**config.mk**
```make
export PLATFORM = sky130hd
export DESIGN_NAME = pwrmode_ctrl
export DESIGN_NICKNAME = d
export VERILOG_FILES = /design/src/rtl/pwr_pkg.sv /design/src/rtl/pwr_ctrl_reg.sv /design/src/rtl/pwr_fsm.sv /design/src/rtl/pwr_wake_timer.sv /design/src/rtl/pwrmode_ctrl.sv
export SDC_FILE = /design/constraint.sdc
export NUM_CORES = 1
export LEC_CHECK = 0
export CORE_MARGIN = 1.5
export CORE_UTILIZATION = 55
export DETAILED_ROUTE_END_ITERATION = 16
export DONT_BUFFER_PORTS = 1
export PLACE_DENSITY = 0.76
export SYNTH_ARGS = -nofsm -noshare
export SYNTH_HDL_FRONTEND = slang
export SYNTH_SLANG_ARGS = --single-unit
```
**constraint.sdc**
```tcl
create_clock -name clk -period 5.4 [get_ports clk]
set_input_delay 0.54 -clock clk [delete_from_list [all_inputs] [get_ports clk]]
set_output_delay 0.54 -clock clk [all_outputs]
set_load 0.01 [all_outputs]
```
**src/rtl/pwr_pkg.sv**
```systemverilog
package pwr_pkg;
  typedef enum logic [1:0] {
    PM_RUN   = 2'd0,
    PM_HALT  = 2'd1,
    PM_SLEEP = 2'd2,
    PM_WAKE  = 2'd3
  } pm_state_t;

  localparam int HALT_BIT  = 0;
  localparam int SLEEP_BIT = 1;
  localparam int BOOST_BIT = 2;
  localparam int SEL_LSB   = 8;
endpackage

```
**src/rtl/pwr_ctrl_reg.sv**
```systemverilog
module pwr_ctrl_reg
  import pwr_pkg::*;
#(
  parameter int REG_W = 16,
  parameter int NWAKE = 4
) (
  input  logic             clk,
  input  logic             rst_n,
  input  logic             wr_en,
  input  logic [REG_W-1:0] wr_data,
  input  logic             accept,
  input  logic             halt_clr,
  input  logic             sleep_clr,
  input  logic             boost_low,
  output logic [NWAKE-1:0] wake_sel,
  output logic             halt_flag,
  output logic             sleep_flag,
  output logic [REG_W-1:0] rd_data
);
  function automatic logic [REG_W-1:0] rsvd_mask();
    logic [REG_W-1:0] m;
    m = '1;
    m[HALT_BIT]  = 1'b0;
    m[SLEEP_BIT] = 1'b0;
    m[BOOST_BIT] = 1'b0;
    for (int i = 0; i < NWAKE; i++) m[SEL_LSB+i] = 1'b0;
    return m;
  endfunction

  localparam logic [REG_W-1:0] RSVD_MASK = rsvd_mask();

  logic take;
  assign take = accept && wr_en;

  always_ff @(posedge clk or negedge rst_n) begin
    if (!rst_n) begin
      wake_sel   <= '0;
      halt_flag  <= 1'b0;
      sleep_flag <= 1'b0;
    end else if (take) begin
      wake_sel   <= wr_data[SEL_LSB +: NWAKE];
      sleep_flag <= wr_data[SLEEP_BIT];
      halt_flag  <= wr_data[HALT_BIT] & ~wr_data[SLEEP_BIT];
    end else begin
      if (halt_clr)  halt_flag  <= 1'b0;
      if (sleep_clr) sleep_flag <= 1'b0;
    end
  end

  always_comb begin
    rd_data = '0;
    rd_data[HALT_BIT]  = halt_flag;
    rd_data[SLEEP_BIT] = sleep_flag;
    rd_data[BOOST_BIT] = boost_low;
    rd_data[SEL_LSB +: NWAKE] = wake_sel;
  end


  ignore_wr_chk: assert property (@(posedge clk) disable iff (!rst_n)
    (wr_en && !accept) |=> $stable(wake_sel));


  rsvd_wr_chk: assert property (@(posedge clk) disable iff (!rst_n)
    (take && ((wr_data & RSVD_MASK) != '0)) |=> ((rd_data & RSVD_MASK) == '0));
endmodule

```
**src/rtl/pwr_fsm.sv**
```systemverilog
module pwr_fsm
  import pwr_pkg::*;
(
  input  logic      clk,
  input  logic      rst_n,
  input  logic      wr_en,
  input  logic      wr_sleep,
  input  logic      wr_halt,
  input  logic      irq_any,
  input  logic      wake_hit,
  input  logic      tc,
  output pm_state_t state,
  output logic      halt_done,
  output logic      sleep_done,
  output logic      wake_start
);
  pm_state_t nxt;

  always_comb begin
    nxt = state;
    unique case (state)
      PM_RUN: begin
        if (wr_en && wr_sleep)     nxt = PM_SLEEP;
        else if (wr_en && wr_halt) nxt = PM_HALT;
      end
      PM_HALT:  if (irq_any)  nxt = PM_RUN;
      PM_SLEEP: if (wake_hit) nxt = PM_WAKE;
      PM_WAKE:  if (tc)       nxt = PM_RUN;
      default:  nxt = PM_RUN;
    endcase
  end

  always_ff @(posedge clk or negedge rst_n) begin
    if (!rst_n) state <= PM_RUN;
    else        state <= nxt;
  end

  assign halt_done  = (state == PM_HALT)  && irq_any;
  assign sleep_done = (state == PM_WAKE)  && tc;
  assign wake_start = (state == PM_SLEEP) && wake_hit;


  halt_exit_chk: assert property (@(posedge clk) disable iff (!rst_n)
    ((state == PM_HALT) && irq_any) |=> (state == PM_RUN));


  sleep_hold_chk: assert property (@(posedge clk) disable iff (!rst_n)
    ((state == PM_SLEEP) && !wake_hit) |=> (state == PM_SLEEP));


  sleep_prio_chk: assert property (@(posedge clk) disable iff (!rst_n)
    ((state == PM_RUN) && wr_en && wr_sleep && wr_halt) |=> (state == PM_SLEEP));
endmodule

```
**src/rtl/pwr_wake_timer.sv**
```systemverilog
module pwr_wake_timer #(
  parameter int WAKE_CYC = 8
) (
  input  logic clk,
  input  logic rst_n,
  input  logic start,
  input  logic run,
  output logic tc
);
  localparam int CW = (WAKE_CYC > 1) ? $clog2(WAKE_CYC) : 1;
  localparam logic [CW-1:0] LOAD = CW'(WAKE_CYC - 1);

  logic [CW-1:0] cnt;

  always_ff @(posedge clk or negedge rst_n) begin
    if (!rst_n)                      cnt <= '0;
    else if (start)                  cnt <= LOAD;
    else if (run && (cnt != '0))     cnt <= cnt - 1'b1;
  end

  assign tc = run && (cnt == '0);


  wake_count_chk: assert property (@(posedge clk) disable iff (!rst_n)
    (run && !start && (cnt != '0)) |=> (cnt == $past(cnt) - 1'b1));
endmodule

```
**src/rtl/pwrmode_ctrl.sv**
```systemverilog
module pwrmode_ctrl
  import pwr_pkg::*;
#(
  parameter int CLK_HZ = 48_000_000,
  parameter int REG_W  = 16,
  parameter int NWAKE  = 4,
  parameter int NIRQ   = 3
) (
  input  logic             clk,
  input  logic             rst_n,
  input  logic             wr_en,
  input  logic [REG_W-1:0] wr_data,
  output logic [REG_W-1:0] rd_data,
  input  logic             boost_low,
  input  logic [NIRQ-1:0]  irq_hit,
  input  logic [NWAKE-1:0] wake_src,
  output logic             cpu_stall,
  output logic             sysclk_en,
  output logic             booster_pd,
  output logic             pump_pd,
  output logic             xcvr_pd,
  output logic             tmr_freeze
);
  localparam int WAKE_RAW = CLK_HZ / 2000;
  localparam int WAKE_CYC = (WAKE_RAW < 1) ? 1 : WAKE_RAW;

  pm_state_t        state;
  logic [NWAKE-1:0] wake_sel;
  logic [NWAKE-1:0] wake_match;
  logic             halt_flag, sleep_flag;
  logic             halt_done, sleep_done, wake_start, tc;
  logic             wake_hit;

  for (genvar g = 0; g < NWAKE; g++) begin : g_wake
    assign wake_match[g] = wake_src[g] & wake_sel[g];
  end
  assign wake_hit = |wake_match;

  pwr_ctrl_reg #(.REG_W(REG_W), .NWAKE(NWAKE)) u_reg (
    .clk        (clk),
    .rst_n      (rst_n),
    .wr_en      (wr_en),
    .wr_data    (wr_data),
    .accept     (state == PM_RUN),
    .halt_clr   (halt_done),
    .sleep_clr  (sleep_done),
    .boost_low  (boost_low),
    .wake_sel   (wake_sel),
    .halt_flag  (halt_flag),
    .sleep_flag (sleep_flag),
    .rd_data    (rd_data)
  );

  pwr_fsm u_fsm (
    .clk        (clk),
    .rst_n      (rst_n),
    .wr_en      (wr_en),
    .wr_sleep   (wr_data[SLEEP_BIT]),
    .wr_halt    (wr_data[HALT_BIT]),
    .irq_any    (|irq_hit),
    .wake_hit   (wake_hit),
    .tc         (tc),
    .state      (state),
    .halt_done  (halt_done),
    .sleep_done (sleep_done),
    .wake_start (wake_start)
  );

  pwr_wake_timer #(.WAKE_CYC(WAKE_CYC)) u_tmr (
    .clk   (clk),
    .rst_n (rst_n),
    .start (wake_start),
    .run   (state == PM_WAKE),
    .tc    (tc)
  );

  assign cpu_stall  = (state != PM_RUN);
  assign sysclk_en  = (state == PM_RUN) || (state == PM_HALT);
  assign booster_pd = (state == PM_SLEEP);
  assign pump_pd    = (state == PM_SLEEP);
  assign xcvr_pd    = (state == PM_SLEEP);
  assign tmr_freeze = (state == PM_SLEEP) || (state == PM_WAKE);


  halt_flag_chk: assert property (@(posedge clk) disable iff (!rst_n)
    halt_flag == (state == PM_HALT));


  sleep_flag_chk: assert property (@(posedge clk) disable iff (!rst_n)
    sleep_flag == ((state == PM_SLEEP) || (state == PM_WAKE)));


  pd_entry_chk: assert property (@(posedge clk) disable iff (!rst_n)
    $rose(booster_pd) |-> ($past(wr_en) && $past(wr_data[SLEEP_BIT])));
endmodule

```
* Word-level counts from Yosys, hierarchy flattened
Index checks and enable logic that the tools add are counted.
Operators by class: add/subtract/negate cells 1, equal/unequal tests 7, multiplexer cells 12, reductions and logical operators 20, bitwise gates (word level) 6
Operators by type and width (count):
- 15-bit two-way mux | 2
- 15-bit zero test | 1
- 15-bit nonzero test | 1
- 15-bit by 1-bit subtractor with 15-bit output (second input constant) | 1
- 2-bit two-way mux | 5
- 1-bit logical AND | 8
- 2-bit case mux with 4 select lines | 1
- 2-bit nonzero test | 4
- 1-bit bitwise AND | 5
- 2-bit equality test (second input constant) | 2
- 1-bit two-way mux | 4
- 2-bit by 1-bit inequality test with 1-bit output (second input constant) | 2
- 4-bit AND reduction | 1
- 4-bit OR reduction | 1
- 3-bit by 1-bit inequality test with 1-bit output (second input constant) | 1
- 3-bit OR reduction | 1
- 2-bit by 1-bit equality test with 1-bit output (second input constant) | 1
- 2-bit zero test | 1
- 1-bit logical OR | 2
- 2-bit inequality test (second input constant) | 1
- 1-bit inverter | 1
Word-level totals: logic and storage cells 51, register bits 23, bits of input ports 27, output and inout port bits 22

* Depth between registers and ports, before layout
Gate-level depths: netlist (run 1).
word-level depth 5, gate-level depth with buffers 6

* Hierarchy
A second synthesis (run 1) with hierarchy kept.
Second synthesis, totals: cell total of the unflattened synthesis 149, area total of the unflattened synthesis 1441.4 µm²
Modules (own cells, without submodules):
- pwr_wake_timer | seq. area each 375.4 µm², cells an instance 90, area each 862.1 µm², instances 1
- pwr_ctrl_reg | seq. area each 150.1 µm², cells an instance 33, area each 389.1 µm², instances 1
- pwr_fsm | seq. area each 50.0 µm², cells an instance 14, area each 122.6 µm², instances 1
- pwrmode_ctrl | seq. area each 0.0 µm², cells an instance 12, area each 67.6 µm², instances 1

* Least setup slack after synthesis (run 1)
No wires, ideal clock.
path type flip-flop to flip-flop, start register u_tmr.cnt[8], end register u_tmr.cnt[3], cell stages (with the launch flop) 6, path slack 3.442 ns, data arrival time 1.828 ns, data required time 5.270 ns, path buffers 1, cells stage by stage dfrtp_1 or4_1 buf_2 or4_4 a211oi_2 a31oi_1
On the way: cells in the longest elaborated chain, start to end 3
Ends and longest elaborated chain:
- from (decl) | line pwr_wake_timer.sv:13 | logic [CW-1:0] cnt;
- from (signal assigned) | line pwr_wake_timer.sv:18 | else if (run && (cnt != '0)) cnt <= cnt - 1'b1;
- 15-bit nonzero test | line pwr_wake_timer.sv:18
- 1-bit logical AND | line pwr_wake_timer.sv:18
- 2-bit nonzero test (no source line)
No other way between the ends. A chain may end at the register's enable or synchronous reset.

* Worst setup path in the final report (run 1)
start register u_fsm.state[1], end register u_tmr.cnt[13]
On the way: cells in the longest elaborated chain, start to end 3, elaborated cells on any way between the ends 6, classes of those cells 2 x eq/ne; 1 x mux; 3 x reduce/logical
Ends and longest elaborated chain:
- from (decl) | line pwr_fsm.sv:12 | output pm_state_t state,
- from (signal assigned) | line pwr_fsm.sv:35 | else state <= nxt;
- 2-bit equality test *
- named net booster_pd | line pwrmode_ctrl.sv:19 | output logic booster_pd,
- 1-bit logical AND * | line pwr_fsm.sv:40 | assign wake_start = (state == PM_SLEEP) && wake_hit;
- 15-bit two-way mux / 2-bit nonzero test (equally long branches)
The timed path passes the listed nets; every way through them passes the cells marked *.

==> flow_summary.ini, run 1 <==
[clock_network]
cts.path.max_buffers = 2
cts.sinks = 23
clk_pin_slew_worst_paths_ps = 130
cts_resized = 0
post-cts-setup-buffer-count = 0
cts_made_buffers = 3
cts_tree = done
htreeDepth = 1
insertion_delay_ps = 300
clockRootBuffer = clkbuf_4

[synth]
synth-async-reset-ratio_pct = 100
avgSynthCellArea_sq_um = 9.75
synth-seq-area-share_pct = 42.5
synth_top_area_cell = dfrtp_1
syn_area_sq_um = 1360
ys_ff_latch = 23
yosys_warnings = 0
synth_edf_count = 0
syn-instance-count = 139
yosys_most_used_dff = dfrtp_1
yosysUniqueCellTypes = 45
synth_area_leaders = dfrtp_1 (42%), buf_4 (7.8%), a21oi_1 (4.1%)
synth_top_area_share_pct = 42.5

[timing]
slew_headroom_pct = 25.6
finalSetupTns_ps = 0
period_share_pct = 46.3
max_freq_mhz = 400
period_needed_ps = 2500
drv_slew = 0
hold_viol = 0
max_slew.worst_pin.slew_ps = 1110
setup_slack_ps = 2900
finalClockSkew_ps = 7.88
rsz0062_at_grt = false
setup_viol_count_final = 0

[floorplan]
ios = 49
rows = 17
die_x_microns = 52.6
fp.dieH_microns = 52.6
fp.dieArea_sq_um = 2770
start_util_pct = 59.5
core-area_sq_um = 2280

[global_routing]
grt_usage_pct = 19.4
gr-total-overflow = 0
antenna_found_initial = 0
grt_pass1_vias = 901
grt_pass1_wl_microns = 4000
grt_max_degree = 24

[outcome]
outcome = completed

[finish]
final_cell_mix = dfrtp_1 (23), a21oi_1 (11), conb_1 (9)
area_delta_synth_final_pct = -1.94
final_common_cell = dfrtp_1
drive_gt1_share_pct = 10.6
antenna_cells = 0
fin_cells = 160
nNetsFinal = 161

[placement]
placed_cells = 155
hpwl_microns = 1730
port_buffers = 0
gp_congestion = 0.809
dp_slack_ps = 2850

[power]
pwr_density_cell_nw_per_um2 = 351
irDropWorstVdd_mv = 0.233
power_leakage_nw = 0.525

[drt]
drt-pass1-iter-count = 4
wire_per_inst_microns = 14.4
drt_iter0_markers = 19
final_antenna_net_count = 0
wl_microns = 2310
vias_per_cell = 6.09
vias = 974
route.detailed.drc = 0

[min_path]
min_path_type = in2reg

[worst_setup_path]
start_kind = register
r2r_setup_slack_ps = 2900
critPathCaptureType = register
required_ps = 5610
path_class = reg2reg
critPathArrivalTime_ps = 2710
cp_max_fo = 16

[job]
drv_cap = 0
-- worst max-delay path: stages (launching register included) --
cell and delay, ps:
dfrtp_1 580, nor2b_1 590, a21boi_1 970, o21ba_1 260
-- layout make-up --
class,count,area (sq um)
Fill cell,195,947
Clock inverter,1,5.00
Multi-Input combinational cell,98,658
Timing Repair Buffer,1,10.0
Clock buffer,3,22.5
Sequential cell,23,576
Tap cell,28,35.0
Inverter,6,22.5
-- report_power, final --
| part | internal [W] | leakage, nW | total (W) | switching [W] |
|---|---|---|---|---|
| Clock | 0.0000276 | 0.0177 | 0.0000782 | 0.0000506 |
| Sequential | 0.000213 | 0.249 | 0.000264 | 0.0000512 |
| Combinational | 0.0000578 | 0.258 | 0.000125 | 0.0000671 |
| Total | 0.000298 | 0.525 | 0.000467 | 0.000169 |
-- cells in the mapped netlist (all sizes together) (2+ instances only) --
library cell / number
nand3: 2
dfrtp: 23
clkbuf: 5
nor4: 6
nor2b: 5
buf: 15
a22oi: 2
or4: 5
mux2: 4
nand2: 5
o31ai: 2
nor3: 3
or3: 4
inv: 6
or2: 2
a31oi: 3
mux2i: 4
nor2: 7
a211o: 2
o21ai: 4
and3: 2
a21oi: 11
-- cells by family after synthesis --
group / after synthesis / synth area share, %
multiplexers: 8 / 6.28
AND/OR/NAND/NOR: 46 / 21.9
buffers and inverters: 26 / 11.2
other: 1 / 0.277
flip-flops: 23 / 42.5
AO/OA/AOI/OAI: 34 / 17.0
adder cells (fa/ha/maj): 1 / 0.923
-- state kept, by name, summed over array words and instances, names as in the netlist --
register and flops:
u_fsm.state 2, u_reg.sleep_flag 1, u_reg.wake_sel 4, u_tmr.cnt 15
u_reg.halt_flag 1
-- metrics by stage --
stage	area [sq um]	hold slack, ps	utilization [%]	power (W)
final	1330	373	58.4	0.000467
after global routing	1330	344	58.4	0.000509
after CTS	1330	364	58.4	0.000475
after detailed placement	1290	245	56.7	0.000392
after global placement	1290	245	56.7	0.000382
after floorplan	1390	244	-	0.000379
-- path summary, 6_finish.rpt --
kind,start,endpoint,cells after the start
max in group asynchronous,rst_n,u_tmr.cnt[11],1
worst min register to register,u_tmr.cnt[5],u_tmr.cnt[5],1
worst max register to register,u_fsm.state[1],u_tmr.cnt[13],3
worst max-delay path,u_fsm.state[1],u_tmr.cnt[13],3
worst min-delay path,wr_data[11],u_reg.wake_sel[3],1
min in group asynchronous,rst_n,u_tmr.cnt[3],1
-- metal layers --
metal / vias to the layer above / wire length (microns) / track usage, %
met2: 24 / 1120 / 30.4
met3: 2 / 72 / 3.14
met5: - / 0 / 0
li1: 476 / - / -
met1: 472 / 1100 / 26.5
met4: 0 / 17 / 8.12
-- what timing repair did --
item / CTS / global route
hold buffers: 1 / 0
endpoints found under the setup margin: 0 / 0
hold endpoints to repair: 23 / 0
Note: power is estimated with default switching activity, not from simulation.
==> run 2, diff against run 1 <==
--- a/config.mk
+++ b/config.mk
@@ -5,6 +5,7 @@
 export SDC_FILE = /design/constraint.sdc
 export NUM_CORES = 1
 export LEC_CHECK = 0
+export ABC_AREA = 1
 export CORE_MARGIN = 1.5
 export CORE_UTILIZATION = 55
 export DETAILED_ROUTE_END_ITERATION = 16
==> constraint.sdc (replaced) <==
create_clock -name clk -period 2.3 [get_ports clk]
set_input_delay 0.23 -clock clk [delete_from_list [all_inputs] [get_ports clk]]
set_output_delay 0.23 -clock clk [all_outputs]
set_load 0.01 [all_outputs]
==> run 2 against run 1 <==
  * Clock skew decreased by 2.0 ps
  * First-iteration DRC count rose by 68%
  * Non-clock buffer count increased by 2
  * Final area increased by 17%
  * Via count rose by 29%
  * Sequential power increased to 2.9 times the previous value
  * Worst hold slack worse by 320 ps
  * Register-to-register slack got worse by 2400 ps
  * Critical path depth increased by 6
  * Die area rose by 15%
  * Area after synthesis rose by 16%
==> flow_summary.ini, run 2 <==
[worst_setup_path]
crit_chain = inv_1 -> ha_1 -> nand2_2 -> nor2_4 -> nand2_4 -> nand2_4 -> nand2_4 -> nand3_1 -> nand2_1
cpLargestDelayFamily = simple AND/OR/NAND/NOR gates
r2r_setup_slack_ps = 530
critPathCaptureType = register
ff2ff_path_depth = 9
path_class = reg2reg
cp_max_fo = 14
critPathArrivalTime_ps = 1990
cp_slowest_cell = dfrtp_1
start_kind = register
slowest_delay_ps = 410
crit_path_frequent_cell = nand2_4
worstReg2RegStart = u_tmr.cnt[0]
required_ps = 2520
r2r-end = u_tmr.cnt[9]
worst-path-buf-inv = 1

[placement]
gp_congestion = 0.782
hpwl_microns = 2070
port_buffers = 0
place_area_sq_um = 1500

[clock_network]
cts.path.max_buffers = 2
cts.sinks = 23
insertion_delay_ps = 310
clk_pin_slew_worst_paths_ps = 140
clockRootBuffer = clkbuf_4
cts_made_buffers = 3
htreeDepth = 1
cts_tree = done

[power]
internal_power_w = 0.000905
pwr_density_cell_nw_per_um2 = 1110
power_leakage_nw = 0.824
p_seq_share_pct = 43.6
netSwitchingFraction_pct = 47.6
pwr-share-comb_pct = 45.2
switching_power_w = 0.000822
p_clk_share_pct = 11.2
irDropWorstVdd_mv = 0.731

[synth]
syn_area_sq_um = 1570
ys_ff_latch = 23
yosys_most_used_dff = dfrtp_1
synth_area_leaders = dfrtp_1 (37%), nand2_1 (15%), nand3_1 (8.0%)
synth_edf_count = 0
synth-seq-area-share_pct = 36.8
synth-async-reset-ratio_pct = 100
syn-instance-count = 216
yosysUniqueCellTypes = 30
synthTopCellsByCount = nand2_1 (61), nor2_1 (27), nand3_1 (25)
avgSynthCellArea_sq_um = 7.25
synth.most_common_cell = nand2_1
yosys_warnings = 0
synth_top_area_share_pct = 36.8
synth_top_area_cell = dfrtp_1

[timing]
finalSetupTns_ps = 0
max_freq_mhz = 565
period_share_pct = 77.0
rsz0062_at_grt = false
slew_headroom_pct = 30.5
hold_viol = 0
drv_slew = 0
period_needed_ps = 1770
finalClockSkew_ps = 5.92
max_slew.worst_pin.slew_ps = 1040
setup_viol_count_final = 0

[drt]
wire_per_inst_microns = 11.5
vias_per_cell = 5.19
vias = 1261
route.detailed.drc = 0
drt-pass1-iter-count = 4
wl_microns = 2790
final_antenna_net_count = 0
drt_iter0_markers = 32

[global_routing]
grt_pass1_wl_microns = 4810
grt_pass1_vias = 1120
grt_usage_pct = 19.0
grt_max_degree = 24
antenna_found_initial = 0
gr-total-overflow = 0

[finish]
fillerInstances = 257
reg_top3 = u_tmr.cnt: 15 flops, u_reg.wake_sel: 4 flops, u_fsm.state: 2 flops
final_cell_mix = nand2_1 (61), nor2_1 (27), nand3_1 (25)
largest_reg_flops = 15
largest-register = u_tmr.cnt
final_common_cell = nand2_1
antenna_cells = 0
drive_gt1_share_pct = 12.3
nNetsFinal = 241
postLayoutCellArea_sq_um = 1550
final_core_util_pct = 56.8
area_delta_synth_final_pct = -0.879

[job]
drv_cap = 0

[floorplan]
rows = 19
start_util_pct = 57.3
die_x_microns = 56.3
core-area_sq_um = 2730
ios = 49
fp.dieArea_sq_um = 3170
fp.dieH_microns = 56.3

[outcome]
outcome = completed

[min_path]
hold_start = wr_data[10]
min_path_type = in2reg
holdPathEnd = u_reg.wake_sel[2]
min_path_cells = 1
==> run 2: cell count changes after synthesis, moves of 6 or more <==
| cell | before | now |
|---|---|---|
| nor2_1 | 7 | 27 |
| nand2_1 | 5 | 61 |
| inv_1 | 6 | 19 |
| o21ai_2 | 0 | 6 |
| a21oi_1 | 11 | 1 |
| nand3_1 | 2 | 25 |
==> run 2: how the worst max path moves through the flow <==
stage                             from      endpoint  depth (start not counted)
after floorplan           u_tmr.cnt[0]  u_tmr.cnt[9]                         10
after global placement    u_tmr.cnt[0]  u_tmr.cnt[9]                          9
after detailed placement  u_tmr.cnt[0]  u_tmr.cnt[9]                          9
after CTS                 u_tmr.cnt[0]  u_tmr.cnt[9]                          9
after global routing      u_tmr.cnt[0]  u_tmr.cnt[5]                          9
final                     u_tmr.cnt[0]  u_tmr.cnt[9]                          9
==> run 2: kinds of logic (layout without fill, tap and decap cells) <==
logic type               count (synthesis)  after routing  synth area share [%]
AND/OR/NAND/NOR                        128            128                  36.6
buffers and inverters                   40             28                  13.8
flip-flops                              23             23                  36.8
AO/OA/AOI/OAI                           16             16                  7.19
multiplexers                             4              4                  2.88
XOR/XNOR                                 3              3                  1.68
adder cells (fa/ha/maj)                  1              1                 0.799
other                                    1              9                 0.240
==> run 2: timing repair <==
action,in CTS,in global routing
resized for setup,0,0
buffers inserted,0,0
hold buffers,2,0
endpoints found under the hold margin,24,0
==> run 2: power by group through the flow <==
stage	clock [W]	combinational (W)	sequential, W
2_1_floorplan	0	0.000753	0.000709
3_3_place_gp	0	0.000762	0.000760
3_5_place_dp	0	0.000775	0.000760
4_1_cts	0.000201	0.000788	0.000753
5_1_grt	0.000215	0.000898	0.000779
6_report	0.000193	0.000780	0.000754
==> run 2: worst reg2reg max path: stages (launching register included) <==
cell and delay, ps:
dfrtp_1 410, inv_1 130, ha_1 250, nand2_2 140
nor2_4 140, nand2_4 80, nand2_4 170, nand2_4 160
nand3_1 130, nand2_1 50
==> run 2: final cells by class <==
type,instances,area [sq um],area share [%]
flip-flops and latches,23,576,37.1
clock buffers,3,22.5,1.45
clock inverters,1,5.00,0.323
inverters,21,78.8,5.08
well taps,31,38.8,2.50
repair buffers,3,27.5,1.77
multi-input cells,161,803,51.8
==> run 2: per-stage QoR <==
| step | power (W) | instances | hold slack [ps] | setup WS, ps |
|---|---|---|---|---|
| 5_1_grt | 0.00189 | 243 | 31.4 | 363 |
| 4_1_cts | 0.00174 | 243 | 50.2 | 521 |
| 3_3_place_gp | 0.00152 | 237 | -65.2 | 555 |
| 3_5_place_dp | 0.00154 | 237 | -65.1 | 539 |
| 6_report | 0.00173 | 243 | 54.7 | 529 |
| 2_1_floorplan | 0.00146 | 224 | -65.6 | 770 |
==> run 2: layer usage <==
layer,track usage (%),part of all wire (%)
met1,26.8,49
met2,30.4,47
met3,2.53,2.8
met4,6.12,0.68
met5,0,0
